--- src/rtl/tlpwm_pkg.sv ---
package tlpwm_pkg;

  typedef enum logic [1:0] {LVL_LOW = 2'd0, LVL_MID = 2'd1, LVL_HIGH = 2'd2} pwm_lvl_e;
  typedef enum logic [1:0] {TGT_OFF = 2'd0, TGT_HS = 2'd1, TGT_LS = 2'd2} gate_tgt_e;

  // index of each signal in the synchronizer bank
  localparam int SI_HI    = 0;
  localparam int SI_LO    = 1;
  localparam int SI_REV   = 2;
  localparam int SI_FORCE = 3;
  localparam int SI_HSOFF = 4;
  localparam int SI_LSOFF = 5;
  localparam int SI_EN    = 6;
  localparam int SI_NUM   = 7;

  // code {above_hi, above_lo}; 2'b10 cannot occur legally and is read as mid
  function automatic pwm_lvl_e classify(input logic [1:0] code);
    case (code)
      2'b11:   return LVL_HIGH;
      2'b00:   return LVL_LOW;
      default: return LVL_MID;
    endcase
  endfunction

  function automatic gate_tgt_e pick_target(input pwm_lvl_e lvl, input logic rev,
                                            input logic force_low);
    if (force_low) return TGT_LS;
    case (lvl)
      LVL_HIGH: return TGT_HS;
      LVL_LOW:  return TGT_LS;
      default:  return rev ? TGT_OFF : TGT_LS;
    endcase
  endfunction

endpackage

--- src/rtl/tlpwm_sync.sv ---
module tlpwm_sync #(
  parameter int W = 7
) (
  input  logic         clk,
  input  logic         rst_n,
  input  logic [W-1:0] d_async,
  output logic [W-1:0] d_sync
);
  logic [W-1:0] stg1;
  logic [W-1:0] stg2;

  for (genvar g = 0; g < W; g++) begin : g_bit
    always_ff @(posedge clk or negedge rst_n) begin
      if (!rst_n) begin
        stg1[g] <= 1'b0;
        stg2[g] <= 1'b0;
      end else begin
        stg1[g] <= d_async[g];
        stg2[g] <= stg1[g];
      end
    end
  end

  assign d_sync = stg2;
endmodule

--- src/rtl/tlpwm_decode.sv ---
module tlpwm_decode
  import tlpwm_pkg::*;
(
  input  logic      above_hi,
  input  logic      above_lo,
  input  logic      rev,
  input  logic      force_low,
  output pwm_lvl_e  lvl,
  output gate_tgt_e target
);
  always_comb begin
    lvl    = classify({above_hi, above_lo});
    target = pick_target(lvl, rev, force_low);
  end
endmodule

--- src/rtl/tlpwm_deadtime.sv ---
module tlpwm_deadtime
  import tlpwm_pkg::*;
#(
  parameter int DEAD_CYC = 8
) (
  input  logic      clk,
  input  logic      rst_n,
  input  logic      en_s,
  input  gate_tgt_e target,
  input  logic      hs_off_s,
  input  logic      ls_off_s,
  output logic      hs_q,
  output logic      ls_q
);
  localparam int CW = (DEAD_CYC < 1) ? 1 : $clog2(DEAD_CYC + 1);
  localparam logic [CW-1:0] DEAD_W = CW'(DEAD_CYC);

  gate_tgt_e    tgt_q;
  gate_tgt_e    tgt_eff;
  logic [CW-1:0] cnt;
  // named internal events
  logic evt_change, timer_done, hs_wait, ls_wait, hs_arm, ls_arm, hs_nx, ls_nx;

  always_comb begin
    tgt_eff    = en_s ? target : TGT_OFF;
    evt_change = (tgt_eff != tgt_q);
    timer_done = (cnt == DEAD_W);
    hs_wait    = (tgt_eff == TGT_HS) && !hs_q && !ls_q && ls_off_s;
    ls_wait    = (tgt_eff == TGT_LS) && !ls_q && !hs_q && hs_off_s;
    hs_arm     = hs_wait && timer_done && !evt_change;
    ls_arm     = ls_wait && timer_done && !evt_change;
    hs_nx      = (tgt_eff == TGT_HS) && (hs_q || hs_arm);
    ls_nx      = (tgt_eff == TGT_LS) && (ls_q || ls_arm);
  end

  always_ff @(posedge clk or negedge rst_n) begin
    if (!rst_n) begin
      tgt_q <= TGT_OFF;
      cnt   <= '0;
      hs_q  <= 1'b0;
      ls_q  <= 1'b0;
    end else begin
      tgt_q <= tgt_eff;
      hs_q  <= hs_nx;
      ls_q  <= ls_nx;
      if (evt_change || !(hs_wait || ls_wait)) cnt <= '0;
      else if (!timer_done)                    cnt <= cnt + 1'b1;
    end
  end

  // high side only turns on after low side is dropped and sensed off
  p_hs_after_ls_off_r6: assert property (@(posedge clk) disable iff (!rst_n)
    $rose(hs_q) |-> ($past(ls_off_s) && !$past(ls_q)));
  // mirrored rule for the low side
  p_ls_after_hs_off_r7: assert property (@(posedge clk) disable iff (!rst_n)
    $rose(ls_q) |-> ($past(hs_off_s) && !$past(hs_q)));
  // a disabled cycle clears both gate registers
  p_disable_clears_r8: assert property (@(posedge clk) disable iff (!rst_n)
    !en_s |=> (!hs_q && !ls_q));
  // forced low side keeps the high side off
  p_force_blocks_hs_r9: assert property (@(posedge clk) disable iff (!rst_n)
    (target == TGT_LS) |=> !hs_q);
  // counter never runs past its limit
  p_cnt_bound_r11: assert property (@(posedge clk) disable iff (!rst_n)
    cnt <= DEAD_W);
endmodule

--- src/rtl/tlpwm_gate_seq.sv ---
module tlpwm_gate_seq
  import tlpwm_pkg::*;
#(
  parameter int DEAD_CYC = 8
) (
  input  logic clk,
  input  logic rst_n,
  input  logic chip_en,
  input  logic cmp_above_hi,
  input  logic cmp_above_lo,
  input  logic i_rev,
  input  logic force_ls,
  input  logic hs_off_sns,
  input  logic ls_off_sns,
  output logic hs_gate,
  output logic ls_gate
);
  logic [SI_NUM-1:0] raw_in;
  logic [SI_NUM-1:0] syn;
  pwm_lvl_e  lvl;
  gate_tgt_e target;
  logic      hs_q, ls_q;

  always_comb begin
    raw_in           = '0;
    raw_in[SI_HI]    = cmp_above_hi;
    raw_in[SI_LO]    = cmp_above_lo;
    raw_in[SI_REV]   = i_rev;
    raw_in[SI_FORCE] = force_ls;
    raw_in[SI_HSOFF] = hs_off_sns;
    raw_in[SI_LSOFF] = ls_off_sns;
    raw_in[SI_EN]    = chip_en;
  end

  tlpwm_sync #(.W(SI_NUM)) u_sync (
    .clk     (clk),
    .rst_n   (rst_n),
    .d_async (raw_in),
    .d_sync  (syn)
  );

  tlpwm_decode u_dec (
    .above_hi  (syn[SI_HI]),
    .above_lo  (syn[SI_LO]),
    .rev       (syn[SI_REV]),
    .force_low (syn[SI_FORCE]),
    .lvl       (lvl),
    .target    (target)
  );

  tlpwm_deadtime #(.DEAD_CYC(DEAD_CYC)) u_dt (
    .clk      (clk),
    .rst_n    (rst_n),
    .en_s     (syn[SI_EN]),
    .target   (target),
    .hs_off_s (syn[SI_HSOFF]),
    .ls_off_s (syn[SI_LSOFF]),
    .hs_q     (hs_q),
    .ls_q     (ls_q)
  );

  // raw enable masks the outputs with no clock edge in between
  assign hs_gate = hs_q & chip_en;
  assign ls_gate = ls_q & chip_en;

  // the two gates are never on together
  p_no_overlap_r10: assert property (@(posedge clk) disable iff (!rst_n)
    !(hs_gate && ls_gate));
  // a settled high level never drives the low side
  p_high_no_ls_r1: assert property (@(posedge clk) disable iff (!rst_n)
    (lvl == LVL_HIGH && !syn[SI_FORCE]) |=> !ls_q);
endmodule

--- config.mk ---
export PLATFORM = sky130hd
export DESIGN_NAME = tlpwm_gate_seq
export DESIGN_NICKNAME = d
export VERILOG_FILES = /design/src/rtl/tlpwm_pkg.sv /design/src/rtl/tlpwm_sync.sv /design/src/rtl/tlpwm_decode.sv /design/src/rtl/tlpwm_deadtime.sv /design/src/rtl/tlpwm_gate_seq.sv
export SDC_FILE = /design/constraint.sdc
export NUM_CORES = 1
export LEC_CHECK = 0
export BUFFER_PORTS_ARGS = -buffer_cell sky130_fd_sc_hd__buf_4
export CORE_MARGIN = 2
export CORE_UTILIZATION = 50
export CTS_BUF_LIST = sky130_fd_sc_hd__clkbuf_2 sky130_fd_sc_hd__clkbuf_4 sky130_fd_sc_hd__clkbuf_8
export DETAILED_ROUTE_END_ITERATION = 10
export MAX_ROUTING_LAYER = met4
export PLACE_DENSITY = 0.73
export SLEW_MARGIN = 15
export SYNTH_ARGS = -nofsm -noshare
export SYNTH_HDL_FRONTEND = slang
export SYNTH_SLANG_ARGS = --single-unit
--- constraint.sdc ---
create_clock -name clk -period 5.7 [get_ports clk]
set_input_delay 0.57 -clock clk [delete_from_list [all_inputs] [get_ports clk]]
set_output_delay 0.57 -clock clk [all_outputs]
set_load 0.1 [all_outputs]
==> qor.csv, run 1 <==
stage,metric,value,unit
outcome,status,completed,
clocking,cts_root_buffer,clkbuf_4,
pwr,peakVddDrop,205,µV
sta,finClkSkew,4.73,ps
layout,drive_above_1_share,0.188,
setup_path,reg2reg_setup_slack,3790,ps
layout,multiInputGateArea,335,µm²
grt,antenna_found_initial,0,
clocking,cts_hold_buf,0,
sta,rsz0062_at_grt,no,
grt,grt_pass1_wl,2.40,mm
pwr,p_sw,0.0625,mW
clocking,cts_setup_buffers,0,
die,num_rows,15,
logic_synthesis,syn_area,905,µm²
placed_design,dp_cells,106,
sta,fmax,523,MHz
pwr,switching_share,0.204,
sta,whs,119,ps
setup_path,critPathKind,reg -> reg,
sta,fin_setup_tns,0,ps
clocking,cts_resized,0,
setup_path,critPathLaunch,u_sync.d_sync[1],
layout,area_delta_synth_final,17.6,%
detailed_routing,dr.pass1.iters,4,
setup_path,cp_max_fo,4,
detailed_routing,finalWirelength,1.38,mm
detailed_routing,drt_first_iter_violations,6,
clocking,path_clk_slew,120,ps
setup_path,start_kind,register,
logic_synthesis,ys_ff_latch,22,
pwr,p_int,0.244,mW
pwr,powerDensity,288,nW/µm²
detailed_routing,drc_errors,0,
logic_synthesis,synth_fp_nets,84,
logic_synthesis,avgSynthCellArea,12.7,µm²
pwr,combPwrFrac,0.076,
logic_synthesis,synth_area_leaders,"dfrtp_1 61%, ha_1 5.5%, nor2b_1 3.5%",
sta,relSlewSlack,0.696,
die,num_io_pins,11,
die,core_area,1710,µm²
layout,regArea,551,µm²
sta,slew_viol_final,0,
clocking,clkSinkCount,22,
pwr,p_leak,0.487,nW
die,die_width,46.5,µm
setup_path,arrival,2140,ps
pwr,p_seq_frac,0.542,
placed_design,dpl_worst_slack,3790,ps
grt,track_usage,0.170,
sta,setup_violations,0,
clocking,clk_latency,300,ps
layout,antenna_cells,0,
logic_synthesis,yosysTopAreaCell,dfrtp_1,
detailed_routing,vias_per_cell,5.19,
layout,layout.nets,99,
setup_path,reg2reg_from,u_sync.d_sync[1],
placed_design,post-dp-hpwl,1.05,mm
grt,grt_max_degree,23,
die,start_util,0.530,
placed_design,place.gp.congestion,0.812,
pwr,total_power,0.307,mW
die,die_y,46.5,µm
logic_synthesis,ys_seq_area_frac,0.609,
sta,finalHoldViolCount,0,
clocking,cts_tree,built,
clocking,h-tree-depth,1,
flow_run,maxCapViolations,0,
logic_synthesis,yosys_warnings,0,
sta,worst_slew_pin_slew,456,ps
logic_synthesis,netlist.area_leader.share,0.609,
setup_path,end_kind,register,
placed_design,port_buffers,10,
grt,overflow,0,
pwr,pwr-share-clk,0.381,
detailed_routing,routedWlPerCell,12.5,µm
sta,fin_crit,1910,ps
setup_path,reg2reg_to,u_dt.cnt[1],
grt,grt_pass1_vias,581,
clocking,cts.path.max_buffers,2,
die,die_area,2170,µm²
detailed_routing,routed.top_layer,met4,
setup_path,r2r_cells,6,
clocking,cts_made_buffers,3,
detailed_routing,wl_met3,62,µm
sta,min_period_over_period,0.336,
detailed_routing,postRouteAntennaNets,0,
detailed_routing,wl_met1,618,µm
detailed_routing,met2_length,687,µm
min_path,min-delay-path-class,in -> async,
layout,fill_cells,129,
logic_synthesis,yosys.cell_types.count,26,
detailed_routing,route.vias.total,571,
logic_synthesis,synth_cells,71,
setup_path,required,5920,ps
layout,final_cells,110,
sta,setup_slack,3790,ps
[sequential cells by signal, summed over array words and instances, names as in the netlist]
register	count
u_sync.stg1	7
u_dt.ls_q	1
u_sync.d_sync	7
u_dt.cnt	4
u_dt.hs_q	1
u_dt.tgt_q	2
[per-layer routing]
metal,up-vias,track usage
met2,12,0.278
met5,-,-
met3,2,0.0706
li1,277,-
met4,0,0.0343
met1,280,0.196
[worst max path at each step]
stage | to | slack, ps | depth (start not counted)
CTS | u_dt.cnt[1] | 3780 | 6
finish | u_dt.cnt[1] | 3790 | 6
detailed placement | u_dt.cnt[1] | 3790 | 6
global route | u_dt.cnt[3] | 3640 | 6
floorplan | hs_gate | 3820 | 1
global placement | u_dt.cnt[1] | 3850 | 6
[power groups by stage]
stage / Combinational [mW] / Sequential (mW) / Clock, mW
detailed placement: 0.0238 / 0.169 / 0
global route: 0.0266 / 0.167 / 0.127
global placement: 0.0230 / 0.169 / 0
finish: 0.0234 / 0.166 / 0.117
floorplan: 0.0140 / 0.168 / 0
CTS: 0.0238 / 0.166 / 0.121
[synth_stat cells]
library cell  count
a2111o_1          1
a211o_1           1
a211oi_1          1
a21boi_0          1
a21oi_1           1
a31o_1            1
a32oi_1           1
and2_1            2
and3b_1           2
and4b_1           2
dfrtp_1          22
ha_1              4
inv_1             5
mux2i_1           1
nand2_1           4
nand3_1           2
nand4_1           1
nand4b_1          1
nor2_1            1
nor2b_1           5
nor3_1            3
nor4b_2           2
o21ai_0           1
o21ai_1           2
or2_1             1
xnor2_1           3
[worst max-delay path: stages, from the launching register on]
cell	delay, ps
dfrtp_1	370
inv_1	50
ha_1	290
or2_1	260
and4b_1	200
a2111o_1	420
nor4b_2	260
[layout make-up]
| class | instances | area share |
|---|---|---|
| clock inverter | 1 | 0.0282 |
| clock buffer | 3 | 0.0212 |
| inverter | 5 | 0.0176 |
| multi-input combinational | 44 | 0.315 |
| timing repair buffer | 10 | 0.0706 |
| tap | 25 | 0.0294 |
| sequential | 22 | 0.518 |
[per-stage QoR]
stage | area [µm²] | util
2_1_floorplan | 905 | -
3_3_place_gp | 1010 | 0.592
3_5_place_dp | 1010 | 0.592
4_1_cts | 1060 | 0.623
5_1_grt | 1060 | 0.623
6_report | 1060 | 0.623
[cells by family (layout without fill, tap and decap cells)]
kind of cell               after synthesis  count (layout)  synth area share
muxes                                    1               1            0.0111
xor gates and xnor gates                 3               3            0.0291
buffers and inverters                    5              19            0.0207
AOI/OAI and AO/OA                       10              10            0.0802
and+or+nand+nor                         26              26             0.195
adders and majority gates                4               4            0.0553
DFF                                     22              22             0.609
[cell usage in the layout, fill, tap and decap left out]
cell type  count
dfrtp_1       22
buf_4         10
inv_1          5
nor2b_1        5
nand2_1        4
ha_1           4
xnor2_1        3
nor3_1         3
clkbuf_4       3
and3b_1        2
and2_1         2
and4b_1        2
o21ai_1        2
nand3_1        2
nor4b_2        2
or2_1          1
a21oi_1        1
a211oi_1       1
a211o_1        1
a21boi_0       1
nor2_1         1
nand4b_1       1
a31o_1         1
nand4_1        1
a32oi_1        1
a2111o_1       1
o21ai_0        1
mux2i_1        1
bufinv_16      1
Note: power is estimated with default switching activity, not from simulation.
==> run 2: changes to the inputs <==
--- a/config.mk
+++ b/config.mk
@@ -11,7 +11,7 @@
 export CTS_BUF_LIST = sky130_fd_sc_hd__clkbuf_2 sky130_fd_sc_hd__clkbuf_4 sky130_fd_sc_hd__clkbuf_8
 export DETAILED_ROUTE_END_ITERATION = 10
 export MAX_ROUTING_LAYER = met4
-export PLACE_DENSITY = 0.73
+export PLACE_DENSITY = 0.76
 export SLEW_MARGIN = 15
 export SYNTH_ARGS = -nofsm -noshare
 export SYNTH_HDL_FRONTEND = slang
==> constraint.sdc (replaced) <==
create_clock -name clk -period 1.71 [get_ports clk]
set_input_delay 0.171 -clock clk [delete_from_list [all_inputs] [get_ports clk]]
set_output_delay 0.171 -clock clk [all_outputs]
set_load 0.1 [all_outputs]
==> run 2 against run 1 <==
- the run now ends with negative setup slack left
- flip-flop and latch count did not move
- cell count increased by 11%
- clock skew up 1.1 ps
- critical path depth unchanged
- die area unchanged
- via count up 13%
- clock power increased by 89%
- sequential power grew to 3.3 times the previous value
- combinational power grew to 5.3 times the previous value
- critical path type unchanged
- critical endpoint unchanged
- largest cell class unchanged
- largest power group unchanged
==> qor.csv, run 2 (synthesis gave the netlist of run 1 again) <==
stage,metric,value,unit
setup_path,required,1920,ps
outcome,status,"complete, but fails checks",
layout,antenna_cells,0,
die,core_area,1710,µm²
sta,setup_violations,6,
setup_path,crit_path_end,u_dt.cnt[1],
clocking,cts_tree,built,
die,num_io_pins,11,
setup_path,cp_max_fo,4,
pwr,combPwrFrac,0.137,
clocking,clkSinkCount,22,
pwr,p_int,0.688,mW
detailed_routing,drc_errors,0,
grt,grt_pass1_vias,668,
pwr,p_sw,0.212,mW
grt,grt_pass1_wl,2.86,mm
die,num_rows,15,
detailed_routing,finalWirelength,1.71,mm
sta,finalHoldViolCount,0,
die,start_util,0.530,
grt,antenna_found_initial,0,
layout,mostFrequentLayoutCell,dfrtp_1,
die,die_width,46.5,µm
clocking,cts_made_buffers,3,
flow_run,maxCapViolations,0,
detailed_routing,routedWlPerCell,14.0,µm
grt,grt_max_degree,23,
clocking,cts_root_buffer,clkbuf_4,
pwr,switching_share,0.235,
clocking,cts.path.max_buffers,2,
setup_path,critPathLaunch,u_sync.d_sync[1],
sta,slew_viol_final,0,
sta,fmax,538,MHz
sta,whs,286,ps
detailed_routing,postRouteAntennaNets,0,
setup_path,r2r_cells,6,
min_path,min-delay-path-class,in -> async,
pwr,pwr-share-clk,0.246,
detailed_routing,vias_per_cell,5.27,
pwr,peakVddDrop,612,µV
sta,fin_crit,1860,ps
grt,track_usage,0.200,
layout,drive_above_1_share,0.320,
pwr,total_power,0.900,mW
setup_path,arrival,2070,ps
setup_path,end_kind,register,
clocking,h-tree-depth,1,
die,die_area,2170,µm²
detailed_routing,drt_first_iter_violations,2,
placed_design,post-dp-hpwl,1.13,mm
layout,fill_cells,133,
setup_path,reg2reg_setup_slack,-150,ps
sta,rsz0062_at_grt,yes,
layout,final_cell_mix,"22 x dfrtp_1, 15 x buf_4, 8 x dlygate4sd3_1, 5 x nor2b_1, 4 x nand2_1",
die,die_y,46.5,µm
placed_design,post_dp_cell_area,1030,µm²
sta,relSlewSlack,0.729,
pwr,p_leak,0.540,nW
placed_design,dp_cells,108,
clocking,path_clk_slew,110,ps
sta,finClkSkew,5.88,ps
setup_path,reg2reg_from,u_sync.d_sync[1],
pwr,p_seq_frac,0.617,
clocking,clk_latency,290,ps
layout,area_delta_synth_final,32.6,%
setup_path,reg2reg_to,u_dt.cnt[1],
sta,setup_slack,-150,ps
detailed_routing,route.vias.total,643,
outcome,violations,negative setup slack,
setup_path,critPathKind,reg -> reg,
pwr,powerDensity,750,nW/µm²
detailed_routing,dr.pass1.iters,4,
layout,layout.nets,112,
setup_path,start_kind,register,
placed_design,place.gp.congestion,0.825,
grt,overflow,0,
layout,final_cells,122,
sta,worst_slew_pin_slew,405,ps
placed_design,port_buffers,10,
sta,min_period_over_period,1.09,
layout,design_area,1200,µm²
[run 2: cell type report]
class	count	area (µm²)	area share
clock buffer	3	22.5	0.0188
inverter	5	18.8	0.0156
multi-input combinational	44	384	0.320
sequential	22	551	0.459
tap	25	31.3	0.0261
timing repair buffer	23	193	0.161
[run 2: metal layers]
metal	GRT usage	wire [µm]	vias to the layer above
met3	0.0314	42	6
met2	0.331	905	15
met1	0.237	720	318
met5	-	0	-
li1	-	-	304
met4	0.0971	43	0
[run 2: worst min-delay path by stage]
stage | to | slack [ps]
after floorplan | u_dt.cnt[0] | -120
final | u_dt.tgt_q[0] | 290
after global routing | u_dt.tgt_q[0] | 300
after global placement | u_dt.tgt_q[0] | 60
after CTS | u_dt.tgt_q[0] | 280
after detailed placement | u_dt.tgt_q[0] | 70
[run 2: timing repair]
item | in CTS | in global routing
endpoints found under the setup margin | 4 | 6
pin swaps | 2 | 3
gates resized for setup | 2 | 9
endpoints found under the hold margin | 29 | 0
hold buffers | 8 | 0
buffers inserted | 2 | 2
[run 2: stage by stage]
| stage | TNS (ps) | setup WS (ps) | util |
|---|---|---|---|
| finish | -592 | -150 | 0.703 |
| global route | -1240 | -282 | 0.703 |
| CTS | -612 | -144 | 0.673 |
| detailed placement | -533 | -153 | 0.601 |
| global placement | -267 | -74.4 | 0.601 |
| floorplan | -38.3 | -19.2 | - |
[run 2: power groups by stage]
stage	Clock [mW]	Combinational [mW]	Sequential, mW
after global placement	0	0.0822	0.563
final	0.221	0.124	0.556
after floorplan	0	0.0467	0.560
after CTS	0.232	0.110	0.554
after global routing	0.253	0.138	0.558
after detailed placement	0	0.0869	0.564
[run 2: critical path, cell delays in order (launching register included)]
cell	delay (ps)
dfrtp_1	400
inv_2	80
ha_4	200
or2_4	260
and4b_1	190
a2111o_1	370
nor4b_2	260
